File: src/rtl/sha1q_pkg.sv
// Shared constants and helpers for the four-round SHA-1 unit.
// Assumes 32-bit words; the round constants are defined at that width.
package sha1q_pkg;
    localparam int WORD_W   = 32;
    localparam int LANES    = 4;
    localparam int ROUNDS   = 4;
    localparam int CODE_W   = 2;

    typedef enum logic [CODE_W-1:0] {
        FN_CHOOSE = 2'd0,
        FN_PAR_A  = 2'd1,
        FN_MAJ    = 2'd2,
        FN_PAR_B  = 2'd3
    } fn_code_e;

    // Additive constant for a round-group code.
    function automatic logic [WORD_W-1:0] round_const(input fn_code_e code);
        case (code)
            FN_CHOOSE: round_const = 32'h5A82_7999;
            FN_PAR_A:  round_const = 32'h6ED9_EBA1;
            FN_MAJ:    round_const = 32'h8F1B_BCDC;
            default:   round_const = 32'hCA62_C1D6;
        endcase
    endfunction
endpackage

File: src/rtl/sha1q_logic_fn.sv
// Combinational SHA-1 round logic function selected by the group code.
// Assumes the code is stable for the whole operation (latched upstream).
module sha1q_logic_fn
    import sha1q_pkg::*;
#(
    parameter int W = WORD_W
) (
    input  logic [W-1:0] b,
    input  logic [W-1:0] c,
    input  logic [W-1:0] d,
    input  fn_code_e     code,
    output logic [W-1:0] f
);
    // Pick choose, parity or majority by code.
    always_comb begin
        case (code)
            FN_CHOOSE: f = (b & c) ^ (~b & d);
            FN_MAJ:    f = (b & c) ^ (b & d) ^ (c & d);
            default:   f = b ^ c ^ d;
        endcase
    end
endmodule

File: src/rtl/sha1q_round.sv
// One SHA-1 compression round: computes the new A and the shifted state.
// Assumes W >= 31 so the fixed rotations are well formed.
module sha1q_round
    import sha1q_pkg::*;
#(
    parameter int W = WORD_W
) (
    input  logic [W-1:0] a_i,
    input  logic [W-1:0] b_i,
    input  logic [W-1:0] c_i,
    input  logic [W-1:0] d_i,
    input  logic [W-1:0] e_i,
    input  logic [W-1:0] w_i,
    input  fn_code_e     code,
    output logic [W-1:0] a_o,
    output logic [W-1:0] b_o,
    output logic [W-1:0] c_o,
    output logic [W-1:0] d_o,
    output logic [W-1:0] e_o
);
    logic [W-1:0] fval;
    logic [W-1:0] a_rot5;
    logic [W-1:0] b_rot30;
    logic [W-1:0] kval;

    sha1q_logic_fn #(.W(W)) u_fn (
        .b(b_i), .c(c_i), .d(d_i), .code(code), .f(fval)
    );

    // Fixed rotations and the group constant.
    always_comb begin
        a_rot5  = {a_i[W-6:0], a_i[W-1:W-5]};
        b_rot30 = {b_i[1:0], b_i[W-1:2]};
        kval    = round_const(code);
    end

    // Five-term sum (wraps at W bits) and the state shift.
    always_comb begin
        a_o = fval + a_rot5 + w_i + e_i + kval;
        b_o = a_i;
        c_o = b_rot30;
        d_o = c_i;
        e_o = d_i;
    end
endmodule

File: src/rtl/sha1q_seq.sv
// Operation sequencer: accepts start when idle, counts ROUNDS steps,
// then pulses done for one cycle. Ignores start while busy.
module sha1q_seq #(
    parameter int ROUNDS = sha1q_pkg::ROUNDS
) (
    input  logic clk,
    input  logic rst_n,
    input  logic start,
    output logic load,
    output logic step,
    output logic busy,
    output logic done
);
    localparam int CNT_W = (ROUNDS > 1) ? $clog2(ROUNDS) : 1;
    localparam logic [CNT_W-1:0] LAST = CNT_W'(ROUNDS - 1);

    logic [CNT_W-1:0] cnt;

    // Strobes to the datapath.
    always_comb begin
        load = start && !busy;
        step = busy;
    end

    // Busy flag, round counter and done pulse.
    always_ff @(posedge clk) begin
        if (!rst_n) begin
            busy <= 1'b0;
            cnt  <= '0;
            done <= 1'b0;
        end else begin
            done <= 1'b0;
            if (!busy) begin
                if (start) begin
                    busy <= 1'b1;
                    cnt  <= '0;
                end
            end else begin
                cnt <= cnt + 1'b1;
                if (cnt == LAST) begin
                    busy <= 1'b0;
                    done <= 1'b1;
                end
            end
        end
    end
endmodule

File: src/rtl/sha1q_unit.sv
// Four-round SHA-1 compression unit. Loads packed A..D, four schedule
// words and a group code on start, runs one round per clock, pulses done.
// Assumes E is pre-folded into the first schedule word by the caller.
module sha1q_unit
    import sha1q_pkg::*;
#(
    parameter int WORD_W_P = WORD_W,
    parameter int LANES_P  = LANES
) (
    input  logic                        clk,
    input  logic                        rst_n,
    input  logic                        start,
    input  logic [WORD_W_P*LANES_P-1:0] state_in,
    input  logic [WORD_W_P*LANES_P-1:0] msg_in,
    input  logic [CODE_W-1:0]           func_sel,
    output logic                        busy,
    output logic                        done,
    output logic [WORD_W_P*LANES_P-1:0] state_out
);
    localparam int W   = WORD_W_P;
    localparam int VEC = WORD_W_P * LANES_P;

    logic [W-1:0] in_lane [LANES_P];
    logic [W-1:0] reg_a, reg_b, reg_c, reg_d, reg_e;
    logic [W-1:0] nxt_a, nxt_b, nxt_c, nxt_d, nxt_e;
    logic [VEC-1:0] msg_q;
    fn_code_e       code_q;
    logic           load, step;

    // Slice the packed state operand into lanes.
    for (genvar g = 0; g < LANES_P; g++) begin : g_lane
        assign in_lane[g] = state_in[g*W +: W];
    end

    sha1q_seq #(.ROUNDS(ROUNDS)) u_seq (
        .clk(clk), .rst_n(rst_n), .start(start),
        .load(load), .step(step), .busy(busy), .done(done)
    );

    sha1q_round #(.W(W)) u_round (
        .a_i(reg_a), .b_i(reg_b), .c_i(reg_c), .d_i(reg_d), .e_i(reg_e),
        .w_i(msg_q[VEC-1 -: W]), .code(code_q),
        .a_o(nxt_a), .b_o(nxt_b), .c_o(nxt_c), .d_o(nxt_d), .e_o(nxt_e)
    );

    // Working state, schedule shift register and latched group code.
    always_ff @(posedge clk) begin
        if (!rst_n) begin
            reg_a  <= '0;
            reg_b  <= '0;
            reg_c  <= '0;
            reg_d  <= '0;
            reg_e  <= '0;
            msg_q  <= '0;
            code_q <= FN_CHOOSE;
        end else if (load) begin
            reg_a  <= in_lane[3];
            reg_b  <= in_lane[2];
            reg_c  <= in_lane[1];
            reg_d  <= in_lane[0];
            reg_e  <= '0;
            msg_q  <= msg_in;
            code_q <= fn_code_e'(func_sel);
        end else if (step) begin
            reg_a  <= nxt_a;
            reg_b  <= nxt_b;
            reg_c  <= nxt_c;
            reg_d  <= nxt_d;
            reg_e  <= nxt_e;
            msg_q  <= msg_q << W;
        end
    end

    // Packed result, lane 3 = A down to lane 0 = D.
    assign state_out = {reg_a, reg_b, reg_c, reg_d};
endmodule

File: config.mk
export PLATFORM = sky130hd
export DESIGN_NAME = sha1q_unit
export DESIGN_NICKNAME = d
export VERILOG_FILES = /design/src/rtl/sha1q_pkg.sv /design/src/rtl/sha1q_logic_fn.sv /design/src/rtl/sha1q_round.sv /design/src/rtl/sha1q_seq.sv /design/src/rtl/sha1q_unit.sv
export SDC_FILE = /design/constraint.sdc
export NUM_CORES = 1
export LEC_CHECK = 0
export BUFFER_PORTS_ARGS = -buffer_cell sky130_fd_sc_hd__buf_2
export CAP_MARGIN = 20
export CORE_MARGIN = 10
export CORE_UTILIZATION = 60
export CTS_CLUSTER_DIAMETER = 120
export CTS_CLUSTER_SIZE = 14
export DETAILED_ROUTE_END_ITERATION = 8
export GPL_TIMING_DRIVEN = 0
export PLACE_DENSITY_LB_ADDON = 0.3
export SYNTH_ARGS = -nofsm -noshare
export SYNTH_HDL_FRONTEND = slang
export SYNTH_HIERARCHICAL = 1
export SYNTH_SLANG_ARGS = --single-unit
File: constraint.sdc
create_clock -name clk -period 13.2 [get_ports clk]
set_clock_uncertainty 0.05 [all_clocks]
set_input_delay 1.32 -clock clk [delete_from_list [all_inputs] [get_ports clk]]
set_output_delay 1.32 -clock clk [all_outputs]
set_load 0.1 [all_outputs]
==> flow_metrics.env <==
export IMPL_status="finished clean"
export IMPL_hold_violations=0
export IMPL_fin_nets=3053
export IMPL_r2r_setup_slack_ns=7.66
export IMPL_numCtsBuffers=24
export IMPL_ys_seq_area_share_pct=27.2
export IMPL_period_minus_slack_ns=5.54
export IMPL_fin_ws_ns=7.66
export IMPL_clkTransAtPathRegs_ns=0.08
export IMPL_drt_pre_antenna_iters=5
export IMPL_gp_congestion=0.936
export IMPL_core_area_um2=35600
export IMPL_drive_gt1_share_pct=28.0
export IMPL_yosys_area_share_simple_pct=12.8
export IMPL_fin_cells=3090
export IMPL_crit_end="reg_a[31]"
export IMPL_hold_class="reg -> reg"
export IMPL_timing_final_crit_share_pct=42.0
export IMPL_drcViolationCount=0
export IMPL_grt_overflow=0
export IMPL_grt_max_degree=15
export IMPL_routed_via_density=5.62
export IMPL_synthCells=2212
export IMPL_end_kind="flop"
export IMPL_synthXorXnorAreaFrac_pct=1.34
export IMPL_synth_adder_area_share_pct=13.7
export IMPL_cp_depth=20
export IMPL_r2r_cells=20
export IMPL_crit_family="adder cells"
export IMPL_h_tree_depth=1
export IMPL_leakagePower_nw=13.3
export IMPL_r2r_start="reg_b[1]"
export IMPL_setup_violations=0
export IMPL_ys_warn_count=6
export IMPL_p_switching_mw=2.40
export IMPL_ys_flop_type="dfxtp_1"
export IMPL_cp_cell_sequence="inv_1, fa_1, and2_1, a211oi_2, inv_1, fa_1, fa_1, inv_1, ha_1, inv_1, fa_1, nand2b_1, a21oi_1, o21ai_1, o21a_1, o31ai_1, a21oi_1, xnor2_1, mux2_2, o211a_1"
export IMPL_clock_sinks=294
export IMPL_dp_hpwl_mm=58.0
export IMPL_cp_startpoint="reg_b[1]"
export IMPL_seqPwrFrac_pct=23.2
export IMPL_fmax_mhz=181
export IMPL_clk_insertion_delay_late_ns=0.56
export IMPL_synth_seq_cells=294
export IMPL_muxShareOfSynthArea_pct=14.7
export IMPL_wirelength_mm=71.1
export IMPL_io_pin_count=391
export IMPL_die_w_um=210
export IMPL_worstPathMaxFanout=5
export IMPL_synth_edf_count=0
export IMPL_dieArea_um2=44000
export IMPL_slew_headroom_pct=43.8
export IMPL_initial_core_util_pct=60.8
export IMPL_syn_nets=2637
export IMPL_cpPeakStageDelay_ns=0.57
export IMPL_powerDensity_nw_per_um2=195
export IMPL_grt_pass1_vias=18747
export IMPL_met2_length_mm=34.1
export IMPL_post_cts_buffers=0
export IMPL_switching_share_pct=49.6
export IMPL_drv_cap=0
export IMPL_pre_cts_slack_ns=7.72
export IMPL_drt_antenna_violating_nets=0
export IMPL_port_buffers=390
export IMPL_first_iter_violations=1179
export IMPL_yosysUniqueCellTypes=67
export IMPL_antenna_found_initial=1
export IMPL_track_usage_pct=31.2
export IMPL_grt_setup_unrepaired="false"
export IMPL_die_h_um=210
export IMPL_finalMaxSlewViolations=0
export IMPL_cp_num_buf_inv=4
export IMPL_design_power_total_mw=4.84
export IMPL_crit_arrival_ns=5.93
export IMPL_area_delta_synth_final_pct=14.6
export IMPL_met1Wirelength_mm=29.0
export IMPL_ir_drop_mv=0.138
export IMPL_worst_pin_slew_ns=0.843
export IMPL_internal_power_mw=2.44
export IMPL_cp_data_required_time_ns=13.59
export IMPL_clockRootBuffer="clkbuf_16"
export IMPL_wl_per_cell_um=23.0
export IMPL_syn_area_um2=21600
export IMPL_ctsLongestPathBuffers=3
export IMPL_grt_pass1_wl_mm=108
export IMPL_dp_cells=3063
export IMPL_top_layer_used="met4"
export IMPL_cts_tree="yes"
export IMPL_synth_compound_area_share_pct=16.6
export IMPL_regToRegEndpoint="reg_a[31]"
export IMPL_p_clk_share_pct=13.9
export IMPL_tns_ns=0
export IMPL_std_cell_rows=69
export IMPL_crit_slowest_cell="fa_1"
export IMPL_finish_utilization_pct=69.7
export IMPL_p_comb_share_pct=62.9
export IMPL_fill_cells=2795
export IMPL_synth_top_family_by_area="compound AO/OA/AOI/OAI gates"
export IMPL_routed_wl_met3_mm=5.62
export IMPL_path_class="reg -> reg"
export IMPL_synthArstFlopShare_pct=0
export IMPL_avgSynthCellArea_um2=9.78
export IMPL_via_count=17371
export IMPL_postCtsHoldBufs=0
export IMPL_startpoint_type="flop"
export IMPL_cts_resized=0
-- cell usage after synthesis, drive strengths merged (3+ instances only) --
cell | number | share of area [%]
a211oi | 18 | 0.97
a21boi | 33 | 1.1
a21o | 5 | 0.17
a21oi | 34 | 0.82
a221oi | 21 | 1.4
and2 | 15 | 0.43
and3 | 3 | 0.12
and3b | 32 | 1.3
buf | 199 | 6.9
clkbuf | 74 | 1.3
dfxtp | 294 | 27
fa | 120 | 11
ha | 44 | 2.5
inv | 314 | 5.4
mux2 | 224 | 12
mux2i | 66 | 3.1
nand2 | 55 | 0.97
nand2b | 227 | 6.6
nand3 | 6 | 0.14
nand4 | 6 | 0.24
nor2 | 51 | 0.92
nor2b | 9 | 0.26
nor3 | 9 | 0.21
o211a | 226 | 10
o211ai | 4 | 0.16
o21a | 4 | 0.14
o21ai | 27 | 0.66
o21bai | 3 | 0.12
or3b | 32 | 1.3
xnor2 | 24 | 0.97
xor2 | 9 | 0.36
-- state kept, by name (all words and copies together), names as in the netlist --
register    cells
msg_q         128
reg_a          32
reg_b          32
reg_c          32
reg_d          32
reg_e          32
code_q          2
u_seq/cnt       2
u_seq/busy      1
u_seq/done      1
-- tightest hold or removal path, stage by stage, from the launching register on --
cell and delay, ns:
dfxtp_1 0.33, mux2i_1 0.07, nor2_1 0.07
-- metrics by stage --
| step | hold WS, ns | instance area (um^2) |
|---|---|---|
| floorplan | 0.410 | 21600 |
| global placement | 0.424 | 24200 |
| detailed placement | 0.433 | 24200 |
| CTS | 0.453 | 24800 |
| global route | 0.473 | 24800 |
| finish | 0.452 | 24800 |
-- cell type report --
| type | count | area, um^2 | area share, % |
|---|---|---|---|
| multi-input cells | 1331 | 12800 | 51.6 |
| flip-flops and latches | 294 | 5890 | 23.7 |
| repair buffers | 390 | 1950 | 7.87 |
| plain buffers | 273 | 1770 | 7.15 |
| inverters | 314 | 1180 | 4.76 |
| clock buffers | 25 | 626 | 2.52 |
| well taps | 461 | 577 | 2.33 |
| diodes | 2 | 5.00 | 0.0202 |
-- logic make-up (layout without fill, tap and decap cells) --
group	count (synthesis)	count (layout)
AO/OA/AOI/OAI	388	388
multiplexers	290	290
flip-flops	294	294
other	0	2
adder cells (fa/ha/maj)	164	164
AND/OR/NAND/NOR	456	456
XOR/XNOR	33	33
buffers and inverters	587	1002
-- power groups by stage --
| stage | logic, mW | clock network, mW | registers, mW |
|---|---|---|---|
| after floorplan | 1.86 | 0 | 1.54 |
| after global placement | 2.95 | 0 | 1.14 |
| after detailed placement | 3.00 | 0 | 1.14 |
| after CTS | 3.01 | 0.677 | 1.12 |
| after global routing | 3.31 | 0.706 | 1.14 |
| final | 3.05 | 0.672 | 1.12 |
-- cell usage in the layout, fill, tap and decap left out, drive strengths merged, types with 27 or more instances in the layout --
cell    instances
a21boi         33
o21ai          27
fa            120
or3b           32
nand2          55
dfxtp         294
a21oi          34
nor2           51
and3b          32
mux2          224
mux2i          66
nand2b        227
buf           589
o211a         226
clkbuf         99
inv           314
ha             44
-- layer usage --
layer / GRT usage, % / up-vias
met5: 0 / -
met4: 11.3 / 0
met3: 6.77 / 127
met2: 52.9 / 669
met1: 38.3 / 8488
li1: - / 8087
-- worst min path at each step --
| stage | startpoint | cells past startpoint | endpoint | slack (ns) |
|---|---|---|---|---|
| global placement | reg_e[11] | 2 | reg_e[11] | 0.42 |
| CTS | reg_e[13] | 2 | reg_e[13] | 0.45 |
| global route | reg_e[24] | 2 | reg_e[24] | 0.47 |
| floorplan | reg_e[10] | 2 | reg_e[10] | 0.41 |
| detailed placement | reg_e[13] | 2 | reg_e[13] | 0.43 |
| finish | reg_e[24] | 2 | reg_e[24] | 0.45 |
No activity file was read; power rests on OpenSTA's default activity.
